==> src/rtl/trig_pkg.sv <==
package trig_pkg;

  // Phase of the trigger timing engine
  typedef enum logic [1:0] {
    ST_IDLE  = 2'd0,
    ST_PULSE = 2'd1,
    ST_HOLD  = 2'd2
  } trig_state_e;

  // Selector encoding on the configuration port
  localparam logic SEL_WIDTH = 1'b0;
  localparam logic SEL_HOLD  = 1'b1;

endpackage

==> src/rtl/trig_rst_sync.sv <==
module trig_rst_sync #(
  parameter int STAGES = 2
) (
  input  logic clk,
  input  logic rst_n,
  output logic rst_n_sync
);

  logic [STAGES-1:0] chain_q;

  always_ff @(posedge clk or negedge rst_n) begin
    if (!rst_n) begin
      chain_q <= '0;
    end else begin
      chain_q <= {chain_q[STAGES-2:0], 1'b1};
    end
  end

  assign rst_n_sync = chain_q[STAGES-1];

endmodule

==> src/rtl/trig_cfg_regs.sv <==
module trig_cfg_regs
  import trig_pkg::*;
#(
  parameter int VAL_W     = 16,
  parameter int DEF_WIDTH = 12,
  parameter int DEF_HOLD  = 10
) (
  input  logic             clk,
  input  logic             rst_n,
  input  logic             cfg_we,
  input  logic             cfg_sel,
  input  logic [VAL_W-1:0] cfg_data,
  output logic [VAL_W-1:0] width_val,
  output logic [VAL_W-1:0] hold_val
);

  localparam logic [VAL_W-1:0] RstWidth = VAL_W'(DEF_WIDTH);
  localparam logic [VAL_W-1:0] RstHold  = VAL_W'(DEF_HOLD);

  logic             width_en;
  logic             hold_en;
  logic [VAL_W-1:0] width_q;
  logic [VAL_W-1:0] hold_q;

  always_comb begin
    width_en = cfg_we && (cfg_sel == SEL_WIDTH);
    hold_en  = cfg_we && (cfg_sel == SEL_HOLD);
  end

  always_ff @(posedge clk or negedge rst_n) begin
    if (!rst_n) begin
      width_q <= RstWidth;
    end else if (width_en) begin
      width_q <= cfg_data;
    end
  end

  always_ff @(posedge clk or negedge rst_n) begin
    if (!rst_n) begin
      hold_q <= RstHold;
    end else if (hold_en) begin
      hold_q <= cfg_data;
    end
  end

  assign width_val = width_q;
  assign hold_val  = hold_q;

endmodule

==> src/rtl/trig_timing_fsm.sv <==
module trig_timing_fsm
  import trig_pkg::*;
#(
  parameter int VAL_W    = 16,
  parameter int MIN_DEAD = 20
) (
  input  logic             clk,
  input  logic             rst_n,
  input  logic             trig_req,
  input  logic [VAL_W-1:0] width_val,
  input  logic [VAL_W-1:0] hold_val,
  output logic             pulse_o,
  output logic             dead_o,
  output logic             reject_o
);

  localparam logic [VAL_W:0]   MinDeadSum = (VAL_W+1)'(MIN_DEAD);
  localparam logic [VAL_W-1:0] MinDeadVal = VAL_W'(MIN_DEAD);
  localparam logic [VAL_W-1:0] OneTick    = VAL_W'(1);

  trig_state_e      state_q, state_d;
  logic [VAL_W-1:0] cnt_q, cnt_d;
  logic [VAL_W-1:0] hold_len_q, hold_len_d;
  logic             req_q;
  logic             rise;
  logic             accept;

  logic [VAL_W-1:0] w_eff;
  logic [VAL_W:0]   dead_sum;
  logic [VAL_W-1:0] h_eff;

  // Effective lengths captured at acceptance
  always_comb begin
    w_eff    = (width_val == '0) ? OneTick : width_val;
    dead_sum = {1'b0, w_eff} + {1'b0, hold_val};
    if (dead_sum < MinDeadSum) begin
      h_eff = MinDeadVal - w_eff;
    end else begin
      h_eff = hold_val;
    end
  end

  always_comb begin
    rise   = trig_req && !req_q;
    accept = rise && (state_q == ST_IDLE);
  end

  // Next-state logic
  always_comb begin
    state_d    = state_q;
    cnt_d      = cnt_q;
    hold_len_d = hold_len_q;
    unique case (state_q)
      ST_IDLE: begin
        if (accept) begin
          state_d    = ST_PULSE;
          cnt_d      = w_eff - OneTick;
          hold_len_d = h_eff;
        end
      end
      ST_PULSE: begin
        if (cnt_q == '0) begin
          if (hold_len_q == '0) begin
            state_d = ST_IDLE;
          end else begin
            state_d = ST_HOLD;
            cnt_d   = hold_len_q - OneTick;
          end
        end else begin
          cnt_d = cnt_q - OneTick;
        end
      end
      ST_HOLD: begin
        if (cnt_q == '0) begin
          state_d = ST_IDLE;
        end else begin
          cnt_d = cnt_q - OneTick;
        end
      end
      default: begin
        state_d = ST_IDLE;
      end
    endcase
  end

  // Registers
  always_ff @(posedge clk or negedge rst_n) begin
    if (!rst_n) begin
      req_q <= 1'b0;
    end else begin
      req_q <= trig_req;
    end
  end

  always_ff @(posedge clk or negedge rst_n) begin
    if (!rst_n) begin
      state_q    <= ST_IDLE;
      cnt_q      <= '0;
      hold_len_q <= '0;
    end else begin
      state_q    <= state_d;
      cnt_q      <= cnt_d;
      hold_len_q <= hold_len_d;
    end
  end

  assign pulse_o  = (state_q == ST_PULSE);
  assign dead_o   = (state_q != ST_IDLE);
  assign reject_o = rise && (state_q != ST_IDLE);

endmodule

==> src/rtl/trig_reject_ctr.sv <==
module trig_reject_ctr #(
  parameter int REJ_W = 16
) (
  input  logic             clk,
  input  logic             rst_n,
  input  logic             reject_i,
  output logic [REJ_W-1:0] count_o
);

  logic [REJ_W-1:0] count_q;
  logic             full;
  logic             inc_en;

  always_comb begin
    full   = (count_q == '1);
    inc_en = reject_i && !full;
  end

  always_ff @(posedge clk or negedge rst_n) begin
    if (!rst_n) begin
      count_q <= '0;
    end else if (inc_en) begin
      count_q <= count_q + REJ_W'(1);
    end
  end

  assign count_o = count_q;

endmodule

==> src/rtl/trig_shaper.sv <==
module trig_shaper
  import trig_pkg::*;
#(
  parameter int VAL_W     = 16,
  parameter int REJ_W     = 16,
  parameter int DEF_WIDTH = 12,
  parameter int DEF_HOLD  = 10,
  parameter int MIN_DEAD  = 20,
  parameter int SYNC_STG  = 2
) (
  input  logic             clk,
  input  logic             rst_n,
  input  logic             trig_req,
  input  logic             cfg_we,
  input  logic             cfg_sel,
  input  logic [VAL_W-1:0] cfg_data,
  output logic             trig_out,
  output logic             dead,
  output logic [REJ_W-1:0] reject_cnt
);

  logic             rst_n_int;
  logic [VAL_W-1:0] width_val;
  logic [VAL_W-1:0] hold_val;
  logic             reject;

  trig_rst_sync #(
    .STAGES (SYNC_STG)
  ) i_rst_sync (
    .clk        (clk),
    .rst_n      (rst_n),
    .rst_n_sync (rst_n_int)
  );

  trig_cfg_regs #(
    .VAL_W     (VAL_W),
    .DEF_WIDTH (DEF_WIDTH),
    .DEF_HOLD  (DEF_HOLD)
  ) i_cfg (
    .clk       (clk),
    .rst_n     (rst_n_int),
    .cfg_we    (cfg_we),
    .cfg_sel   (cfg_sel),
    .cfg_data  (cfg_data),
    .width_val (width_val),
    .hold_val  (hold_val)
  );

  trig_timing_fsm #(
    .VAL_W    (VAL_W),
    .MIN_DEAD (MIN_DEAD)
  ) i_fsm (
    .clk       (clk),
    .rst_n     (rst_n_int),
    .trig_req  (trig_req),
    .width_val (width_val),
    .hold_val  (hold_val),
    .pulse_o   (trig_out),
    .dead_o    (dead),
    .reject_o  (reject)
  );

  trig_reject_ctr #(
    .REJ_W (REJ_W)
  ) i_rej (
    .clk      (clk),
    .rst_n    (rst_n_int),
    .reject_i (reject),
    .count_o  (reject_cnt)
  );

endmodule

==> config.mk <==
export PLATFORM = sky130hd
export DESIGN_NAME = trig_shaper
export DESIGN_NICKNAME = d
export VERILOG_FILES = /design/src/rtl/trig_pkg.sv /design/src/rtl/trig_rst_sync.sv /design/src/rtl/trig_cfg_regs.sv /design/src/rtl/trig_timing_fsm.sv /design/src/rtl/trig_reject_ctr.sv /design/src/rtl/trig_shaper.sv
export SDC_FILE = /design/constraint.sdc
export NUM_CORES = 1
export LEC_CHECK = 0
export ABC_CLOCK_PERIOD_IN_PS = 5700
export BUFFER_PORTS_ARGS = -buffer_cell sky130_fd_sc_hd__buf_2
export CORE_ASPECT_RATIO = 1.2
export CORE_MARGIN = 4
export CORE_UTILIZATION = 62
export CTS_CLUSTER_SIZE = 10
export DETAILED_ROUTE_END_ITERATION = 16
export PLACE_DENSITY_LB_ADDON = 0.2
export SLEW_MARGIN = 20
export SYNTH_ARGS = -nofsm -noshare
export SYNTH_HDL_FRONTEND = slang
export SYNTH_SLANG_ARGS = --single-unit
==> constraint.sdc <==
create_clock -name clk -period 5.7 [get_ports clk]
set_clock_uncertainty 0.05 [all_clocks]
set_input_delay 0 -clock clk [delete_from_list [all_inputs] [get_ports clk]]
set_output_delay 0 -clock clk [all_outputs]
set_load 0.05 [all_outputs]
# Yosys cells after proc, flatten, opt, wreduce, memory -nomap -nowiden
# Index checks and enable logic that the tools add are counted.
[totals]
regBits = 85
out_inout_bits = 18
[op_classes]
add_sub_neg = 6
n_lt_le_gt_ge = 1
eq_ne = 8
muxes = 12
bitwise_logic = 1
reduce_logical = 17
[op_table]
columns = ["op", "n"]
rows = [
  ["16-bit two-way mux", 6],
  ["16-bit zero test", 3],
  ["16-bit one-hot mux with 3 select lines", 1],
  ["16-bit by 1-bit subtractor with 16-bit output, second input constant", 3],
  ["16-bit by 16-bit adder with 17-bit output", 1],
  ["17-bit by 5-bit < comparator with 1-bit output, second input constant", 1],
  ["16-bit by 1-bit adder with 16-bit output, second input constant", 1],
  ["16-bit equality test, second input constant", 1],
  ["5-bit by 16-bit subtractor with 16-bit output, first input constant", 1],
  ["2-bit two-way mux", 4],
  ["1-bit logical AND", 6],
  ["2-bit by 1-bit inequality test with 1-bit output, second input constant", 3],
  ["2-bit one-hot mux with 3 select lines", 1],
  ["4-bit AND reduction", 1],
  ["3-bit inequality test, second input constant", 1],
  ["3-bit AND reduction", 1],
  ["3-bit nonzero test", 1],
  ["2-bit by 1-bit equality test with 1-bit output, second input constant", 1],
  ["2-bit equality test, second input constant", 1],
  ["1-bit zero test", 2],
  ["2-bit zero test", 1],
  ["2-bit inequality test, second input constant", 1],
  ["2-bit AND reduction", 1],
  ["2-bit nonzero test", 1],
  ["1-bit inverter", 1],
]

# Depth between registers and ports, before layout
# Gate-level depths: netlist of the first run.
[depth]
depth_word = 5
mapped_depth = 13
ltp_nobuf = 11

# Modules after synthesis
# Synthesis of the first run repeated with hierarchy kept, for this count alone.
[unflattened]
hier_cells = 659
hier_area_um2 = 6040.8
[by_module_without_submodules]
columns = ["mod", "n_inst", "cells_per_inst", "area_per_inst_um2"]
rows = [
  ["trig_timing_fsm", 1, 518, 3933.8],
  ["trig_cfg_regs", 1, 69, 1252.5],
  ["trig_reject_ctr", 1, 69, 800.8],
  ["trig_rst_sync", 1, 3, 53.8],
]

# Least setup slack after synthesis of the first run
# OpenSTA, ideal clock, no wires.
[synth_timing]
path_type = "flip-flop to flip-flop"
start = "reg i_cfg.width_q[3], in the netlist i_cfg.width_val[3]"
end = "reg i_fsm.hold_len_q[4]"
setup_time_ns = 0.135
arrival_time_ns = 3.094
required_ns = 5.515
slack_ns = 2.422
path_stages_with_launch = 13
cell_sequence = "dfstp_2 > buf_2 > clkbuf_1 > ha_1 > and4_1 > nand3_2 > o2111ai_4 > o2111a_1 > or3_4 > a211o_1 > buf_4 > nor4b_2 > o31ai_1"
[synth_between]
elab_chain_cells = 5
word_cells_on_any_way = 6
classes_between = "add/sub (2); order compare (1); mux (2); reduce/logical (1)"
[synth_rtl]
columns = ["element", "line_no", "source"]
rows = [
  ["from (decl)", "trig_cfg_regs.sv:22", "logic [VAL_W-1:0] width_q;"],
  ["from (signal assigned)", "trig_cfg_regs.sv:32", "width_q <= RstWidth;"],
  ["from (signal assigned)", "trig_cfg_regs.sv:34", "width_q <= cfg_data;"],
  ["16-bit zero test", "trig_timing_fsm.sv:34", "w_eff = (width_val == '0) ? OneTick : width_val;"],
  ["16-bit two-way mux *", "trig_timing_fsm.sv:34", ""],
  ["16-bit by 16-bit adder with 17-bit output", "trig_timing_fsm.sv:35", "dead_sum = {1'b0, w_eff} + {1'b0, hold_val};"],
  ["17-bit by 5-bit < comparator with 1-bit output", "trig_timing_fsm.sv:36", "if (dead_sum < MinDeadSum) begin"],
  ["16-bit two-way mux *", "trig_timing_fsm.sv:36", ""],
  ["to (signal assigned)", "trig_timing_fsm.sv:103", "hold_len_q <= hold_len_d;"],
  ["to (decl)", "trig_timing_fsm.sv:23", "logic [VAL_W-1:0] hold_len_q, hold_len_d;"],
]
# Mark *: on every way between the ends. The rest lies on a longest branch, timed or not.
# A chain may end at the register's enable or synchronous reset.

# Worst setup path in the final report of the first run
[layout_timing]
start = "reg i_cfg.width_q[9], in the netlist i_cfg.width_val[9]"
end = "reg i_fsm.hold_len_q[7]"
# The elaborated chain is that of the path after synthesis.

==> results of run 1 <==
-- per-layer routing --
| layer | up-vias | share of wire, % | routed length (microns) | GRT usage [%] |
|---|---|---|---|---|
| li1 | 2499 | - | - | - |
| met1 | 2536 | 42 | 6577 | 35.52 |
| met2 | 201 | 48 | 7611 | 47.31 |
| met3 | 62 | 5.0 | 791 | 4.505 |
| met4 | 0 | 4.9 | 769 | 15.85 |
| met5 | - | 0 | 0 | 0 |
-- through the flow --
step	hold WS (ns)	cells	area (sq um)	power [mW]	setup WS [ns]
after global routing	0.2122	827	6798	3.106	1.842
after CTS	0.1297	826	6770	2.892	2.134
after global placement	-0.2656	791	6279	2.239	2.240
final	0.1448	827	6798	2.910	2.080
after floorplan	-0.3456	674	6126	1.979	2.422
after detailed placement	-0.2615	791	6279	2.277	2.143
-- logic make-up after synthesis --
family | count (synthesis)
AND/OR/NAND/NOR | 239
AO/OA/AOI/OAI | 156
XOR/XNOR | 67
adder cells (fa/ha/maj) | 24
buffers and inverters | 66
other | 1
multiplexers | 36
flip-flops | 85
-- flip-flops by register name (all words and copies together) (netlist names) --
signal              cells
i_fsm.hold_len_q       16
i_fsm.state_q           2
i_rej.count_o          16
i_fsm.req_q             1
i_fsm.cnt_q            16
i_cfg.hold_val         16
i_cfg.width_val        16
i_rst_sync.chain_q      2
-- final timing paths --
check,endpoint,start
max,i_fsm.hold_len_q[7]$_DFFE_PN0P_,i_cfg.width_val[9]$_DFFE_PN0P_
min,i_cfg.width_val[1]$_DFFE_PN0P_,cfg_sel
max reg2reg,i_fsm.hold_len_q[7]$_DFFE_PN0P_,i_cfg.width_val[9]$_DFFE_PN0P_
min reg2reg,i_cfg.width_val[10]$_DFFE_PN0P_,i_rst_sync.chain_q[1]$_DFF_PN0_
max in group asynchronous,i_cfg.width_val[2]$_DFFE_PN1P_,i_rst_sync.chain_q[1]$_DFF_PN0_
min in group asynchronous,i_cfg.width_val[10]$_DFFE_PN0P_,i_rst_sync.chain_q[1]$_DFF_PN0_
-- area by class of cell --
class	count	area (sq um)
repair buffers	62	437.9
clock inverters	5	58.81
flip-flops and latches	85	2136
multi-input cells	523	3701
inverters	18	67.56
clock buffers	11	242.7
well taps	123	153.9
fillers	733	2766
-- power by group through the flow --
stage	registers, mW	clock network, mW	logic, mW
after CTS	0.998	0.608	1.29
after global placement	0.994	0	1.25
final	0.993	0.604	1.31
after floorplan	0.968	0	1.01
after global routing	1.02	0.637	1.45
after detailed placement	1.01	0	1.27
-- worst reg2reg max path, stage by stage (launching register included) --
cell and delay (ns):
dfrtp_1 0.49, ha_1 0.47, a21o_1 0.24, a2111oi_0 0.35, or4b_1 0.50, a211oi_2 0.21, and4_1 0.26, nand4_2 0.33
nor4_1 0.46, a221o_1 0.19
-- Yosys cell counts, drive strengths merged, types with 5 or more instances --
library cell and count:
a21o 8, and3 10, and2 8, nor2 45
o221ai 5, ha 24, nand4 10, clkbuf 31
a221o 6, a31oi 8, inv 18, nor2b 10
nor3 23, or3 5, nand2 66, a21oi 27
o21ai 47, o31ai 10, nand3 18, xnor2 41
nor4 20, dfrtp 81, xor2 26, mux2 33
buf 17
==> results_dict.tcl, run 1 <==
set metrics [dict create \
    dominantRegCellSynth "dfrtp_1" \
    finalSetupViolCount 0 \
    final.min_clock_period_ns 3.620 \
    grt_pass1_vias 5287 \
    synthCells 674 \
    wl_per_cell_microns 19.05 \
    portBuffers 38 \
    die_w_microns 98.74 \
    slew_headroom_pct 37.11 \
    pin_count 39 \
    clk_pin_slew_ns 0.07 \
    worstHoldPathCells 5 \
    seq_power_share_pct 34.1 \
    hold_violations 0 \
    vias_per_cell 6.406 \
    drv_cap 0 \
    syn_avg_cell_area_sq_um 9.089 \
    synth_top_area_cell "dfrtp_1" \
    nNetsFinal 744 \
    startpoint_type "flip-flop" \
    max_freq_mhz 276.3 \
    cts_hold_buffers 19 \
    synth_compound_area_share_pct 17.73 \
    htree_levels 3 \
    crit_family "simple AND/OR/NAND/NOR gates" \
    ys_ff_latch 85 \
    synthXorXnorAreaFrac_pct 9.702 \
    tightestPinTransition_ns 0.9287 \
    synthAdderAreaFrac_pct 4.902 \
    crit_slowest_cell "or4b_1" \
    worst-path-buf-inv 0 \
    cts_root_buf "clkbuf_16" \
    drc_errors 0 \
    clock_latency_ns 0.35 \
    yosys.area_share.simple_pct 21.47 \
    hpwl_microns 11820 \
    num_vias 5298 \
    syn_area_sq_um 6126 \
    synth_nets 719 \
    yosysSeqAreaShare_pct 34.80 \
    cts_resized 0 \
    p_leak_nw 2.815 \
    endpoint_kind "flip-flop" \
    antenna_left 0 \
    fp.dieH_microns 116.9 \
    clkPwrFrac_pct 20.7 \
    mostFrequentLayoutCells "dfrtp_1 (80), nand2_1 (65), o21ai_0 (45), nor2_1 (45), xnor2_1 (40)" \
    overflow 0 \
    dr.pass1.iters 5 \
    synth_top_family_by_area "simple AND/OR/NAND/NOR gates" \
    reg2reg_slack_ns 2.08 \
    ys_warn_count 0 \
    synth_area_leaders "dfrtp_1 (33%), mux2_2 (6.1%), xnor2_1 (5.7%)" \
    timing_worst_setup_path_type "flip-flop to flip-flop" \
    core_sq_um 9564 \
    fin_util_pct 71.08 \
    finalMaxSlewViolations 0 \
    area_growth_pct 10.97 \
    grt_usage_pct 28.42 \
    r2r_cells 9 \
    cp_max_fo 15 \
    cp_slowest_stage_delay_ns 0.50 \
    synth_top_cell_area_share_pct 33.09 \
    power.density_nw_per_um2 428.1 \
    combPwrFrac_pct 45.1 \
    die-area_sq_um 11540 \
    drive_gt1_share_pct 17.33 \
    std_cell_rows 39 \
    hold_class "input port to flip-flop" \
    cts_buffer_depth 2 \
    cts_tree "built" \
    ys_types 74 \
    final_common_cell "dfrtp_1" \
    async_flop_share_pct 100.0 \
    cp.depth 9 \
    numCtsBuffers 9 \
    path_cells "ha_1, a21o_1, a2111oi_0, or4b_1, a211oi_2, and4_1, nand4_2, nor4_1, a221o_1" \
    synthMuxAreaShare_pct 6.556 \
    required_ns 5.93 \
    critPathArrivalTime_ns 3.85 \
    synth_edf_count 0 \
    status "completed" \
    vdd_drop_max_mv 0.1840 \
    antenna_found_initial 0 \
    drtIter0Drc 398 \
    gp_congestion 1.032 \
    wl_microns 15750 \
    grt_max_degree 84 \
    post_cts_buffers 0 \
    rsz0062_at_grt "false" \
    start_util_pct 64.05 \
    p_int_mw 1.654 \
    clock_sinks 85 \
    totalNegativeSetupSlack_ns 0 \
    diodes 0 \
    swShare_pct 43.16 \
    grt_pass1_wl_microns 26270 \
    fin_crit_sh_pct 63.50 \
    p_switching_mw 1.256 \
]
No activity file was read; power rests on OpenSTA's default activity.
==> run 2, diff against run 1 <==
--- a/config.mk
+++ b/config.mk
@@ -5,7 +5,8 @@
 export SDC_FILE = /design/constraint.sdc
 export NUM_CORES = 1
 export LEC_CHECK = 0
-export ABC_CLOCK_PERIOD_IN_PS = 5700
+export ABC_AREA = 1
+export ABC_CLOCK_PERIOD_IN_PS = 3600
 export BUFFER_PORTS_ARGS = -buffer_cell sky130_fd_sc_hd__buf_2
 export CORE_ASPECT_RATIO = 1.2
 export CORE_MARGIN = 4
==> constraint.sdc (replaced) <==
create_clock -name clk -period 3.6 [get_ports clk]
set_clock_uncertainty 0.05 [all_clocks]
set_input_delay 0 -clock clk [delete_from_list [all_inputs] [get_ports clk]]
set_output_delay 0 -clock clk [all_outputs]
set_load 0.05 [all_outputs]
==> results_dict.tcl, run 2 <==
set metrics [dict create \
    hold_class "flip-flop to async pin" \
    swShare_pct 45.44 \
    die_w_microns 100.7 \
    fin_crit_sh_pct 86.23 \
    vias_per_cell 5.549 \
    endpoint_kind "flip-flop" \
    slew_headroom_pct 35.70 \
    fp.dieH_microns 119.3 \
    syn_area_sq_um 6399 \
    num_vias 5949 \
    rsz0062_at_grt "false" \
    synth_edf_count 0 \
    timing_worst_setup_path_type "flip-flop to flip-flop" \
    synth_top_cell_area_share_pct 31.68 \
    cts_buffer_depth 2 \
    p_leak_nw 3.637 \
    vdd_drop_max_mv 0.4836 \
    clock_latency_ns 0.34 \
    mostFrequentLayoutCells "nand2_1 (194), inv_1 (132), dfrtp_1 (80), o21ai_0 (78)" \
    met1_length_microns 6698 \
    p_int_mw 2.506 \
    synthAdderAreaFrac_pct 4.693 \
    startpoint_type "flip-flop" \
    wl_microns 16230 \
    power_mw 4.594 \
    drc_errors 0 \
    core_sq_um 10060 \
    combPwrFrac_pct 45.7 \
    synth.most_common_cell "nand2_1" \
    cts_resized 0 \
    finalMaxSlewViolations 0 \
    pre_cts_ws_ns 0.5326 \
    topRoutingLayerUsed "met4" \
    synthMuxAreaShare_pct 0 \
    synth_area_leaders "dfrtp_1 (32%), nand2_1 (11%), inv_1 (7.7%)" \
    drtIter0Drc 349 \
    antenna_left 0 \
    synthCells 908 \
    std_cell_rows 40 \
    numCtsBuffers 9 \
    synth_top_family_by_area "simple AND/OR/NAND/NOR gates" \
    required_ns 3.75 \
    final_common_cell "nand2_1" \
    cp_max_fo 22 \
    dominantRegCellSynth "dfrtp_1" \
    finalSetupViolCount 0 \
    synth_top_area_cell "dfrtp_1" \
    portBuffers 38 \
    clock_sinks 85 \
    cts_tree "built" \
    htree_levels 3 \
    grt_pass1_vias 5903 \
    start_util_pct 63.61 \
    pin_count 39 \
    drv_cap 0 \
    cts_root_buf "clkbuf_16" \
    clkPwrFrac_pct 21.0 \
    met2WireLength_microns 8282 \
    area_growth_pct 11.15 \
    hpwl_microns 12190 \
    yosys.area_share.simple_pct 31.62 \
    grt_pass1_wl_microns 27050 \
    drive_gt1_share_pct 11.31 \
    synth_nets 953 \
    ys_ff_latch 85 \
    die-area_sq_um 12020 \
    final.min_clock_period_ns 3.104 \
    max_freq_mhz 322.1 \
    async_flop_share_pct 100.0 \
    p_switching_mw 2.087 \
    wl_met3_microns 718 \
    ys_warn_count 0 \
    overflow 0 \
    fin_util_pct 70.70 \
    ys_types 45 \
    syn_avg_cell_area_sq_um 7.047 \
    synth_compound_area_share_pct 12.94 \
    dr.pass1.iters 5 \
    gp_congestion 0.9651 \
    seq_power_share_pct 33.3 \
    critPathArrivalTime_ns 3.26 \
    setup_ws_ns 0.4958 \
    nNetsFinal 986 \
    hold_violations 0 \
    status "completed" \
    totalNegativeSetupSlack_ns 0 \
    tightestPinTransition_ns 0.9622 \
    grt_max_degree 84 \
    synth_common_cells "nand2_1 (194), inv_1 (132), dfrtp_1 (81), o21ai_0 (78)" \
    yosysSeqAreaShare_pct 33.32 \
    wl_per_cell_microns 15.14 \
    fillers 833 \
    antenna_found_initial 0 \
    grt_usage_pct 27.83 \
    power.density_nw_per_um2 645.9 \
    clk_pin_slew_ns 0.07 \
    diodes 0 \
    synthXorXnorAreaFrac_pct 6.570 \
]
==> run 2: cell families (layout without fill, tap and decap cells) <==
group,count (synthesis),count (layout)
and+or+nand+nor,426,426
AOI/OAI and AO/OA,151,151
other,1,1
xor gates and xnor gates,48,48
DFF,85,85
adders and majority gates,24,24
buffers and inverters,173,211
==> run 2: critical path: stages, from the launching register on <==
cell and delay (ns):
dfrtp_1 0.40, inv_1 0.11, ha_1 0.19, inv_1 0.06
nor3_2 0.20, nand2_1 0.11, nor2_1 0.14, nand3_1 0.11
nor2_1 0.17, nand3_1 0.11, nor2_1 0.12, nand2_1 0.09
nand2_1 0.07, nand3_1 0.07, nand3_1 0.27, inv_1 0.36
o311ai_0 0.20, o21ai_0 0.14
==> run 2: timing repair <==
action / CTS / global route
endpoints found under the hold margin: 35 / 0
setup buffers: 0 / 0
hold buffers: 19 / 0
==> run 2: final cells by class <==
| class | instances | area [sq um] | share of cell area [%] |
|---|---|---|---|
| Multi-Input combinational cell | 650 | 3576 | 50.28 |
| Clock inverter | 6 | 70.07 | 0.9852 |
| Sequential cell | 85 | 2136 | 30.03 |
| Clock buffer | 10 | 239.0 | 3.360 |
| Inverter | 134 | 503.0 | 7.072 |
| Tap cell | 126 | 157.7 | 2.217 |
| Timing Repair Buffer | 61 | 430.4 | 6.052 |
==> run 2: worst paths after layout <==
kind | start | to | slack, ns | depth (start not counted)
max in group asynchronous | i_rst_sync.chain_q[1]$_DFF_PN0_ | i_cfg.hold_val[3]$_DFFE_PN1P_ | 2.64 | 1
hold reg to reg | i_rst_sync.chain_q[1]$_DFF_PN0_ | i_cfg.hold_val[15]$_DFFE_PN0P_ | 0.20 | 0
hold / removal | i_rst_sync.chain_q[1]$_DFF_PN0_ | i_cfg.hold_val[15]$_DFFE_PN0P_ | 0.20 | 0
setup reg to reg | i_fsm.hold_len_q[0]$_DFFE_PN0P_ | i_fsm.cnt_q[3]$_DFFE_PN0P_ | 0.50 | 17
min in group clk | trig_req | i_fsm.req_q$_DFF_PN0_ | 0.28 | 2
setup / recovery | i_fsm.hold_len_q[0]$_DFFE_PN0P_ | i_fsm.cnt_q[3]$_DFFE_PN0P_ | 0.50 | 17
==> run 2: power by group through the flow <==
stage          clock network, mW  registers, mW  logic (mW)
3_5_place_dp                   0           1.56        2.04
4_1_cts                    0.976           1.54        2.07
2_1_floorplan                  0           1.52        1.59
5_1_grt                     1.02           1.57        2.36
6_report                   0.964           1.53        2.10
3_3_place_gp                   0           1.54        1.99
==> run 2: metrics by stage <==
step	instance area [sq um]	std cells	hold slack, ns
2_1_floorplan	6399	908	-0.3456
3_3_place_gp	6585	1036	-0.2651
3_5_place_dp	6585	1036	-0.2599
4_1_cts	7084	1071	0.2747
5_1_grt	7112	1072	0.2331
6_report	7112	1072	0.1983
==> run 2: per-layer routing <==
metal  vias to the layer above  global-route usage (%)
li1                       2978                       -
met1                      2764                   33.91
met2                       169                   47.16
met3                        38                   4.452
met4                         0                   13.40
met5                         -                       0
==> run 3, diff against run 2 <==
--- a/config.mk
+++ b/config.mk
@@ -9,7 +9,6 @@
 export ABC_CLOCK_PERIOD_IN_PS = 3600
 export BUFFER_PORTS_ARGS = -buffer_cell sky130_fd_sc_hd__buf_2
 export CORE_ASPECT_RATIO = 1.2
-export CORE_MARGIN = 4
 export CORE_UTILIZATION = 62
 export CTS_CLUSTER_SIZE = 10
 export DETAILED_ROUTE_END_ITERATION = 16
==> results_dict.tcl, run 3 (synthesis results as in run 2) <==
set metrics [dict create \
    status "completed" \
    vdd_drop_max_mv 0.3555 \
    p_leak_nw 3.643 \
    r2r_cells 16 \
    power.density_nw_per_um2 649.9 \
    endpoint_kind "flip-flop" \
    wl_per_cell_microns 15.17 \
    fin_hold_ws_ns 0.2618 \
    std_cell_rows 40 \
    fin_crit_sh_pct 85.33 \
    clock_sinks 85 \
    max_freq_mhz 325.6 \
    num_vias 5992 \
    final.min_clock_period_ns 3.072 \
    slew_headroom_pct 38.98 \
    required_ns 3.78 \
    reg2reg_slack_ns 0.53 \
    final_area_sq_um 7126 \
    grt_usage_pct 32.26 \
    critPathArrivalTime_ns 3.25 \
    cts_tree "built" \
    place_area_sq_um 6593 \
    hold_violations 0 \
    htree_levels 3 \
    wl_microns 16290 \
    pin_count 39 \
    drtIter0Drc 402 \
    drv_cap 0 \
    hpwl_microns 12120 \
    clock_latency_ns 0.34 \
    antenna_left 0 \
    totalNegativeSetupSlack_ns 0 \
    numCtsBuffers 9 \
    hold_class "flip-flop to async pin" \
    mostFrequentLayoutCells "nand2_1 (194), inv_1 (131), dfrtp_1 (80), o21ai_0 (78), nor2_1 (76)" \
    finalSetupViolCount 0 \
    grt_pass1_wl_microns 27160 \
    die_w_microns 94.74 \
    gp_congestion 0.9349 \
    antenna_found_initial 0 \
    clk_pin_slew_ns 0.07 \
    core_sq_um 10010 \
    vias_per_cell 5.579 \
    drive_gt1_share_pct 11.71 \
    dr.pass1.iters 5 \
    overflow 0 \
    drc_errors 0 \
    grt_pass1_vias 5859 \
    area_growth_pct 11.36 \
    cts_buffer_depth 2 \
    fp.dieH_microns 113.3 \
    final_common_cell "nand2_1" \
    rsz0062_at_grt "false" \
    r2r-start "i_cfg.width_val[2]$_DFFE_PN1P_" \
    die-area_sq_um 10730 \
    start_util_pct 63.93 \
    grt_max_degree 84 \
    cp_max_fo 6 \
    cts_root_buf "clkbuf_16" \
    finalMaxSlewViolations 0 \
    rr_endpoint "i_fsm.hold_len_q[10]$_DFFE_PN0P_" \
    timing_worst_setup_path_type "flip-flop to flip-flop" \
    startpoint_type "flip-flop" \
    nNetsFinal 988 \
    tightestPinTransition_ns 0.9131 \
    diodes 0 \
    portBuffers 38 \
]
-- run 3: cell types whose count changed in the layout (fill, tap and decap cells not counted), sizes merged --
cell / before / now
buf: 42 / 43
clkbuf: 10 / 9
clkinv: 2 / 4
-- run 3: per-stage QoR --
step           cells  worst slack [ns]  power, mW  utilization [%]
3_3_place_gp    1037            0.6402      3.527            65.86
3_5_place_dp    1037            0.5586      3.601            65.86
2_1_floorplan    908             1.014      3.111                -
6_report        1074            0.5283      4.631            71.19
4_1_cts         1072            0.5278      4.586            70.83
5_1_grt         1074            0.1473      4.963            71.19
-- run 3: report_power, final --
group / internal [mW] / leakage [nW] / total [mW] / switching [mW]
Clock: 0.548 / 0.147 / 0.958 / 0.410
Combinational: 0.735 / 2.44 / 2.13 / 1.40
Sequential: 1.21 / 1.05 / 1.54 / 0.326
Total: 2.50 / 3.64 / 4.63 / 2.13
-- run 3: critical path, cell delays in order, from the launching register on --
cell	delay, ns
dfstp_2	0.60
nor2_2	0.07
nand2_1	0.10
nor2_2	0.06
nand2_2	0.08
nand2_4	0.09
inv_1	0.12
ha_1	0.24
o21ai_0	0.16
a21oi_1	0.32
nor3b_1	0.46
nand2_1	0.12
xor2_1	0.17
inv_1	0.06
nand3_1	0.07
nand3_1	0.12
nand2_1	0.05
-- run 3: how the worst max path moves through the flow --
stage | from | to | depth (start not counted)
floorplan | i_rst_sync.chain_q[1]$_DFF_PN0_ | i_cfg.hold_val[0]$_DFFE_PN0P_ | 0
global placement | i_cfg.width_val[2]$_DFFE_PN1P_ | i_fsm.hold_len_q[10]$_DFFE_PN0P_ | 16
detailed placement | i_cfg.width_val[2]$_DFFE_PN1P_ | i_fsm.hold_len_q[10]$_DFFE_PN0P_ | 16
CTS | i_fsm.hold_len_q[0]$_DFFE_PN0P_ | i_fsm.cnt_q[3]$_DFFE_PN0P_ | 17
global route | i_fsm.hold_len_q[0]$_DFFE_PN0P_ | i_fsm.cnt_q[12]$_DFFE_PN0P_ | 17
finish | i_cfg.width_val[2]$_DFFE_PN1P_ | i_fsm.hold_len_q[10]$_DFFE_PN0P_ | 16
-- run 3: repair_timing --
item,in CTS,in global routing
setup endpoints to repair,0,1
setup buffers,0,0
hold buffers,19,0
hold endpoints to repair,35,0
gates resized for setup,0,3
-- run 3: routing by layer --
metal	vias to the layer above	GRT usage [%]	share of wire [%]
met2	185	56.74	51
li1	2978	-	-
met5	-	0	0
met4	0	12.63	3.2
met1	2786	39.33	41
met3	43	4.503	4.7
-- run 3: final cells by class --
class                           count  area [sq um]
Tap cell                          126         157.7
Clock buffer                        9         225.2
Sequential cell                    85          2136
Multi-Input combinational cell    650          3581
Timing Repair inverter              1         7.507
Inverter                          134         506.7
Clock inverter                      7         81.33
Timing Repair Buffer               62         430.4
Fill cell                         859          2884
